File: src/rtl/icg_pkg.sv
package icg_pkg;
  localparam int ADDR_W = 3;

  typedef enum logic [ADDR_W-1:0] {
    A_CAUSE   = 3'd0,
    A_PENDING = 3'd1,
    A_MSET    = 3'd2,
    A_MCLR    = 3'd3,
    A_MASK    = 3'd4,
    A_MODE    = 3'd5
  } icg_addr_e;

  typedef struct packed {
    logic cause_rd;
    logic cause_wr;
    logic mset_wr;
    logic mclr_wr;
    logic mode_wr;
  } icg_strobe_t;
endpackage

File: src/rtl/icg_decode.sv
module icg_decode
  import icg_pkg::*;
(
  input  logic              wr_en,
  input  logic              rd_en,
  input  logic [ADDR_W-1:0] addr,
  output icg_strobe_t       strb
);
  always_comb begin
    strb          = '0;
    strb.cause_rd = rd_en && (addr == A_CAUSE);
    strb.cause_wr = wr_en && (addr == A_CAUSE);
    strb.mset_wr  = wr_en && (addr == A_MSET);
    strb.mclr_wr  = wr_en && (addr == A_MCLR);
    strb.mode_wr  = wr_en && (addr == A_MODE);
  end
endmodule

File: src/rtl/icg_mask_reg.sv
module icg_mask_reg #(
  parameter int W = 32
) (
  input  logic         clk,
  input  logic         rst,
  input  logic         set_wr,
  input  logic         clr_wr,
  input  logic [W-1:0] wdata,
  output logic [W-1:0] mask_d,
  output logic [W-1:0] mask_q
);
  localparam logic [W-1:0] ALL_MASKED = '1;

  always_comb begin
    mask_d = mask_q;
    if (set_wr) mask_d = mask_d | wdata;
    if (clr_wr) mask_d = mask_d & ~wdata;
  end

  always_ff @(posedge clk) begin
    if (rst) mask_q <= ALL_MASKED;
    else     mask_q <= mask_d;
  end
endmodule

File: src/rtl/icg_cause_reg.sv
module icg_cause_reg #(
  parameter int W = 32
) (
  input  logic         clk,
  input  logic         rst,
  input  logic [W-1:0] evt_i,
  input  logic         rd_hit,
  input  logic         wr_hit,
  input  logic         mode_wr,
  input  logic [W-1:0] wdata,
  output logic [W-1:0] cause_d,
  output logic [W-1:0] cause_q,
  output logic [W-1:0] mode_q
);
  always_ff @(posedge clk) begin
    if (rst)          mode_q <= '0;
    else if (mode_wr) mode_q <= wdata;
  end

  for (genvar i = 0; i < W; i++) begin : g_bit
    logic clr_i;
    // read clear applies to read-clears bits, write clear to the others
    assign clr_i      = mode_q[i] ? rd_hit : (wr_hit && wdata[i]);
    // an event in the same cycle overrides any clear
    assign cause_d[i] = evt_i[i] | (cause_q[i] & ~clr_i);

    always_ff @(posedge clk) begin
      if (rst) cause_q[i] <= 1'b0;
      else     cause_q[i] <= cause_d[i];
    end
  end
endmodule

File: src/rtl/irq_cause_group.sv
module irq_cause_group
  import icg_pkg::*;
#(
  parameter int W = 32
) (
  input  logic              clk,
  input  logic              rst,
  input  logic [W-1:0]      evt_i,
  input  logic              wr_en,
  input  logic              rd_en,
  input  logic [ADDR_W-1:0] addr,
  input  logic [W-1:0]      wdata,
  output logic [W-1:0]      rdata,
  output logic              irq_o
);
  icg_strobe_t strb;
  logic [W-1:0] mask_d, mask_q;
  logic [W-1:0] cause_d, cause_q, mode_q;
  logic [W-1:0] rd_mux;

  icg_decode u_dec (
    .wr_en (wr_en),
    .rd_en (rd_en),
    .addr  (addr),
    .strb  (strb)
  );

  icg_mask_reg #(.W(W)) u_mask (
    .clk    (clk),
    .rst    (rst),
    .set_wr (strb.mset_wr),
    .clr_wr (strb.mclr_wr),
    .wdata  (wdata),
    .mask_d (mask_d),
    .mask_q (mask_q)
  );

  icg_cause_reg #(.W(W)) u_cause (
    .clk     (clk),
    .rst     (rst),
    .evt_i   (evt_i),
    .rd_hit  (strb.cause_rd),
    .wr_hit  (strb.cause_wr),
    .mode_wr (strb.mode_wr),
    .wdata   (wdata),
    .cause_d (cause_d),
    .cause_q (cause_q),
    .mode_q  (mode_q)
  );

  always_comb begin
    rd_mux = '0;
    if (rd_en) begin
      case (addr)
        A_CAUSE:   rd_mux = cause_q;
        A_PENDING: rd_mux = cause_q & ~mask_q;
        A_MASK:    rd_mux = mask_q;
        A_MODE:    rd_mux = mode_q;
        default:   rd_mux = '0;
      endcase
    end
  end

  always_ff @(posedge clk) begin
    if (rst) begin
      rdata <= '0;
      irq_o <= 1'b0;
    end else begin
      rdata <= rd_mux;
      irq_o <= |(cause_d & ~mask_d);
    end
  end
endmodule

File: config.mk
export PLATFORM = sky130hd
export DESIGN_NAME = irq_cause_group
export DESIGN_NICKNAME = d
export VERILOG_FILES = /design/src/rtl/icg_pkg.sv /design/src/rtl/icg_decode.sv /design/src/rtl/icg_mask_reg.sv /design/src/rtl/icg_cause_reg.sv /design/src/rtl/irq_cause_group.sv
export SDC_FILE = /design/constraint.sdc
export NUM_CORES = 1
export LEC_CHECK = 0
export BUFFER_PORTS_ARGS = -buffer_cell sky130_fd_sc_hd__buf_2
export CAP_MARGIN = 20
export CORE_MARGIN = 2
export CORE_UTILIZATION = 50
export CTS_BUF_LIST = sky130_fd_sc_hd__clkbuf_2 sky130_fd_sc_hd__clkbuf_4 sky130_fd_sc_hd__clkbuf_8
export DETAILED_ROUTE_END_ITERATION = 10
export PLACE_DENSITY_LB_ADDON = 0.08
export SETUP_SLACK_MARGIN = 0.5
export SYNTH_ARGS = -nofsm -noshare
export SYNTH_HDL_FRONTEND = slang
export SYNTH_SLANG_ARGS = --single-unit
File: constraint.sdc
create_clock -name clk -period 2 [get_ports clk]
set_input_delay 0 -clock clk [delete_from_list [all_inputs] [get_ports clk]]
set_output_delay 0 -clock clk [all_outputs]
set_load 0.02 [all_outputs]
## Word level (Yosys, flattened, before mapping)

Index checks and enable logic that the tools add are counted.

- Equal/unequal tests: 5
- Mux-type cells: 35
- Bitwise operators: 104
- Reductions and logical operators: 40

Operators with widths:

| operator | number |
|---|---|
| $pmux 32 s4 | 1 |
| $and 32x32->32 | 3 |
| $not 32->32 | 3 |
| $mux 32 | 2 |
| $logic_and 1x1->1 | 37 |
| $not 1->1 | 33 |
| $and 1x1->1 | 32 |
| $mux 1 | 32 |
| $or 1x1->1 | 32 |
| $or 32x32->32 | 1 |
| $reduce_or 32->1 | 1 |
| $eq 3x2->1 const B | 2 |
| $eq 3x3->1 const B | 2 |
| $eq 3x1->1 const B | 1 |
| $logic_not 3->1 | 1 |
| $reduce_or 2->1 | 1 |

- Bits in registers: 129
- Output and inout bits: 33

## Longest topological paths before layout

- Depth in word-level cells: 9
- Mapped depth: 9

## Modules after synthesis

Synthesis repeated with hierarchy kept, for this count alone.

- Cell total of the unflattened synthesis: 748
- Area, all modules: 6884.1 sq um

Modules (own cells, without submodules):

| module | instances | cells each | area each (sq um) | sequential area each (sq um) |
|---|---|---|---|---|
| icg_cause_reg | 1 | 309 | 3027.9 | 1281.2 |
| irq_cause_group | 1 | 265 | 2374.8 | 660.6 |
| icg_mask_reg | 1 | 169 | 1428.9 | 640.6 |
| icg_decode | 1 | 5 | 52.6 | 0.0 |

## Worst setup path after synthesis

OpenSTA, ideal clock, no wires.

- Path kind: in2reg
- Start point: input addr[1]
- End point: register irq_o
- Data arrival time: 1484 ps
- Setup slack: 377 ps
- Stages: 9
- Cell sequence: buf_6 > nor4b_4 > buf_6 > buf_8 > nand2_2 > a31oi_4 > o32ai_1 > nor4_1 > a41oi_1

- Cells in the longest elaborated chain, start to end: 9
- Elaborated cells between the ends (all ways): 173
- Those cells by class: eq/ne (2); mux (34); bitwise (99); reduce/logical (38)

RTL lines:

| item | RTL line | text |
|---|---|---|
| start: declaration | irq_cause_group.sv:11 | `input logic [ADDR_W-1:0] addr,` |
| $logic_not 3->1 | icg_decode.sv:11, icg_decode.sv:12 |  |
| $logic_and 1x1->1 | icg_decode.sv:12 | `strb.cause_wr = wr_en && (addr == A_CAUSE);` |
| $logic_and 1x1->1 | icg_cause_reg.sv:23 | `assign clr_i = mode_q[i] ? rd_hit : (wr_hit && wdata[i]);` |
| $mux 1 | icg_cause_reg.sv:23 |  |
| $not 1->1 | icg_cause_reg.sv:25 | `assign cause_d[i] = evt_i[i] \| (cause_q[i] & ~clr_i);` |
| $and 1x1->1 | icg_cause_reg.sv:25 |  |
| $or 1x1->1 | icg_cause_reg.sv:25 |  |
| $and 32x32->32 * | irq_cause_group.sv:70 | `irq_o <= \|(cause_d & ~mask_d);` |
| $reduce_or 32->1 * | irq_cause_group.sv:70 |  |
| end signal: assignment | irq_cause_group.sv:70 |  |
| end: declaration | irq_cause_group.sv:14 | `output logic irq_o` |

Mark *: on every way between the ends. The rest lies on a longest branch, timed or not.
A chain may end at the register's enable or synchronous reset.

## Worst setup path after layout

- Start point: register u_cause.mode_q[5]
- End point: register irq_o

- Cells in the longest elaborated chain, start to end: 6

RTL lines:

| item | RTL line | text |
|---|---|---|
| start: declaration | icg_cause_reg.sv:13 | `output logic [W-1:0] mode_q` |
| start signal: assignment | icg_cause_reg.sv:17 | `else if (mode_wr) mode_q <= wdata;` |
| $mux 1 | icg_cause_reg.sv:23 |  |
| $not 1->1 | icg_cause_reg.sv:25 |  |
| $and 1x1->1 | icg_cause_reg.sv:25 |  |
| $or 1x1->1 | icg_cause_reg.sv:25 |  |
| $and 32x32->32 | irq_cause_group.sv:70 |  |
| $reduce_or 32->1 | irq_cause_group.sv:70 |  |

Every way passes these cells.

==> run summary <==
Top Family by Delay on Critical Path = simple AND/OR/NAND/NOR gates
IO Port Bufs = 103
# DRC = 0
Synth area leaders = dfxtp_1 (44%), mux2i_1 (8.6%), nand2_1 (5.9%)
Post-Syn Area per Cell = 8.60 um2
Synth Area in Compound Gates = 20.3%
Starting Density = 51.6%
Simple-gate area share of the yosys netlist = 20.3%
Wire length per cell = 18.3 um
Largest net degree at the start of global routing = 98
Iter 0 DRT Violations = 599
Post-Synth XOR/XNOR Area = 0%
Startpoint types = flip-flop
Worst-margin pin slew = 0.482 ns
Clk sinks = 129
Chip height = 113 um
Vias per cell = 5.78
Adder-cell share of the synthesized area = 0%
Clock Pin Slew Worst Setup and Hold Paths = 0.07 ns
CP Data Required Time = 2.31 ns
R2r setup slk = 0.50 ns
Fill cells = 904
Skew-Pair Late Insertion Delay = 0.45 ns
Crit end category = flip-flop
Maximum VDD drop = 0.000649 V
Setup TNS = 0 ns
Endpoints failing hold = 0
Post-synth EDFFs = 0
Max Fclk = 668 MHz
Hold Crit Class = input pin to flip-flop
Area Growth Syn to Fin = 33.7%
Highest-delay cell along the critical path = dfxtp_1
Grt total ovfl = 0
DRT Pass-1 Iters = 5
Yosys cell types = 42
Antenna Cells = 0
Total CTS buffers = 17
Clk root buf = clkbuf_8
Worst path buffer plus inverter count = 0
Max Clock Skew = 0.00986 ns
Power Density = 727 nW/um2
Hpwl dp = 11700 um
Final min period = 1.50 ns
Synth top area share = 43.6%
Post-synthesis async set-or-reset flop share = 0%
Global Route Usage Sum = 29.3%
Kind of critical path = flip-flop to flip-flop
Antenna-violating nets left = 0
Dpl ws = 0.0378 ns
Worst EP arrival = 1.81 ns
Drt total wl = 18600 um
Largest family of logic cells by synthesized area = simple AND/OR/NAND/NOR gates
CTS tree = built
Mapped Cells = 688
Antenna violations before repair = 0
FF/Latch Area = 2590 um2
Synth area leader = dfxtp_1
Io pins = 104
Final setup fails = 0
Max_slew headroom = 67.8%
YS warnings = 0
Via Count = 5872
RSZ-0062 raised after global routing = yes
DP Area = 6650 um2
Clock Tree Buf Depth = 2
CP Max Fanout = 4
Static Leak = 3.56 nW
Area of the mapped netlist = 5920 um2
Max-Cap Viols = 0
Fraction of final layout cells sized beyond drive strength 1 = 23.4%
Main synth FF type = dfxtp_1
Most numerous cell in the Yosys netlist = dfxtp_1
Final instance area = 7910 um2
Final Wtd Congestion = 0.872
Nets@finish = 932
Final worst setup slack = 0.503 ns
Power Total = 5.75 mW
H-tree level count = 4
CP cell instances = nor2b_1, a221oi_1, o21ai_1, nand2_1, nor4_2, a41oi_1
Syn Nets = 759
Die ar. = 12700 um2
Area of the multi-input gates = 3020 um2
Mux cell area share after synthesis = 8.62%
Final cycle utilization of the critical path = 74.8%
Core area = 11500 um2
Crit-path max cell delay = 0.34 ns
Top post-synthesis cells by count = dfxtp_1 (129), nand2_1 (93), mux2i_1 (51)
Number of global-route vias before repair = 5795
Final Max Slew Viols = 0
FP Rows = 39
Seq/Total Area, Yosys = 43.6%
FF+latch count, synth = 129
Status = finished clean
First-pass GRT wire length = 29200 um
Die X = 113 um
## stage by stage
| stage | util, % | hold slack [ns] | std cells |
|---|---|---|---|
| 2_1_floorplan | - | 0.113 | 688 |
| 3_3_place_gp | 58.0 | 0.226 | 908 |
| 3_5_place_dp | 58.0 | 0.236 | 908 |
| 4_1_cts | 68.2 | 0.00150 | 1015 |
| 5_1_grt | 69.0 | 0.0434 | 1016 |
| 6_report | 69.0 | 0.0259 | 1016 |
## registers in the layout (all words and copies together), names as in the netlist
name	flops
u_mask.mask_q	32
rdata	32
irq_o	1
u_cause.cause_q	32
u_cause.mode_q	32
## cell usage in the layout (no fill, tap or decap), types with 8 or more instances in the layout
cell	Yosys	layout
nand3b_1	14	14
a31oi_1	16	11
buf_2	13	102
a21oi_1	45	45
nor2b_1	19	19
buf_4	0	24
o21ai_0	15	9
nand4b_1	14	14
mux2i_1	51	51
a211oi_1	32	32
nand2b_1	22	22
o22ai_1	32	32
inv_1	46	46
nor2_1	38	38
dfxtp_1	129	122
clkbuf_8	0	23
o21ai_1	3	8
nand2_1	93	93
dlygate4sd3_1	0	75
## power breakdown
part,switching (mW),total [mW],internal (mW)
clock,0.982,2.19,1.21
combinational,0.438,0.832,0.394
sequential,0.0597,2.73,2.67
total,1.48,5.75,4.27
## kinds of logic (layout without fill, tap and decap cells)
kind of cell / Yosys count / in the layout
AND/OR/NAND/NOR: 229 / 229
AO/OA/AOI/OAI: 179 / 179
flip-flops: 129 / 129
buffers and inverters: 100 / 285
multiplexers: 51 / 51
## layer usage
metal	wire [um]	track usage (%)	part of all wire, %	vias up
met4	400	11.6	2.2	0
met5	0	0	0	-
li1	-	-	-	2779
met2	9170	49.6	49	223
met1	7910	36.3	43	2833
met3	1070	6.70	5.8	37
## final timing paths
kind,endpoint,start,cells past startpoint
min reg2reg,u_cause.mode_q[18],u_cause.mode_q[18],2
max,irq_o,u_cause.mode_q[5],6
min,u_mask.mask_q[17],wr_en,4
max reg2reg,irq_o,u_cause.mode_q[5],6
## layout make-up
class / count / share of cell area (%)
sequential: 129 / 32.8
tap: 143 / 2.26
inverter: 47 / 2.23
timing repair buffer: 207 / 19.6
clock inverter: 5 / 0.633
multi-input combinational: 459 / 38.2
clock buffer: 26 / 4.29
## worst min-delay path, stage by stage
cell and delay (ns):
buf_2 0.16, nand4b_1 0.12, mux2i_1 0.09, nand2b_1 0.07
## what timing repair did
action	4_1_cts	5_1_grt
setup endpoints to repair	1	11
gates resized for setup	8	20
pin swaps	0	6
buffers inserted	0	1
hold endpoints to repair	91	0
hold buffers	76	0
Power figures use the tool's default switching activity.
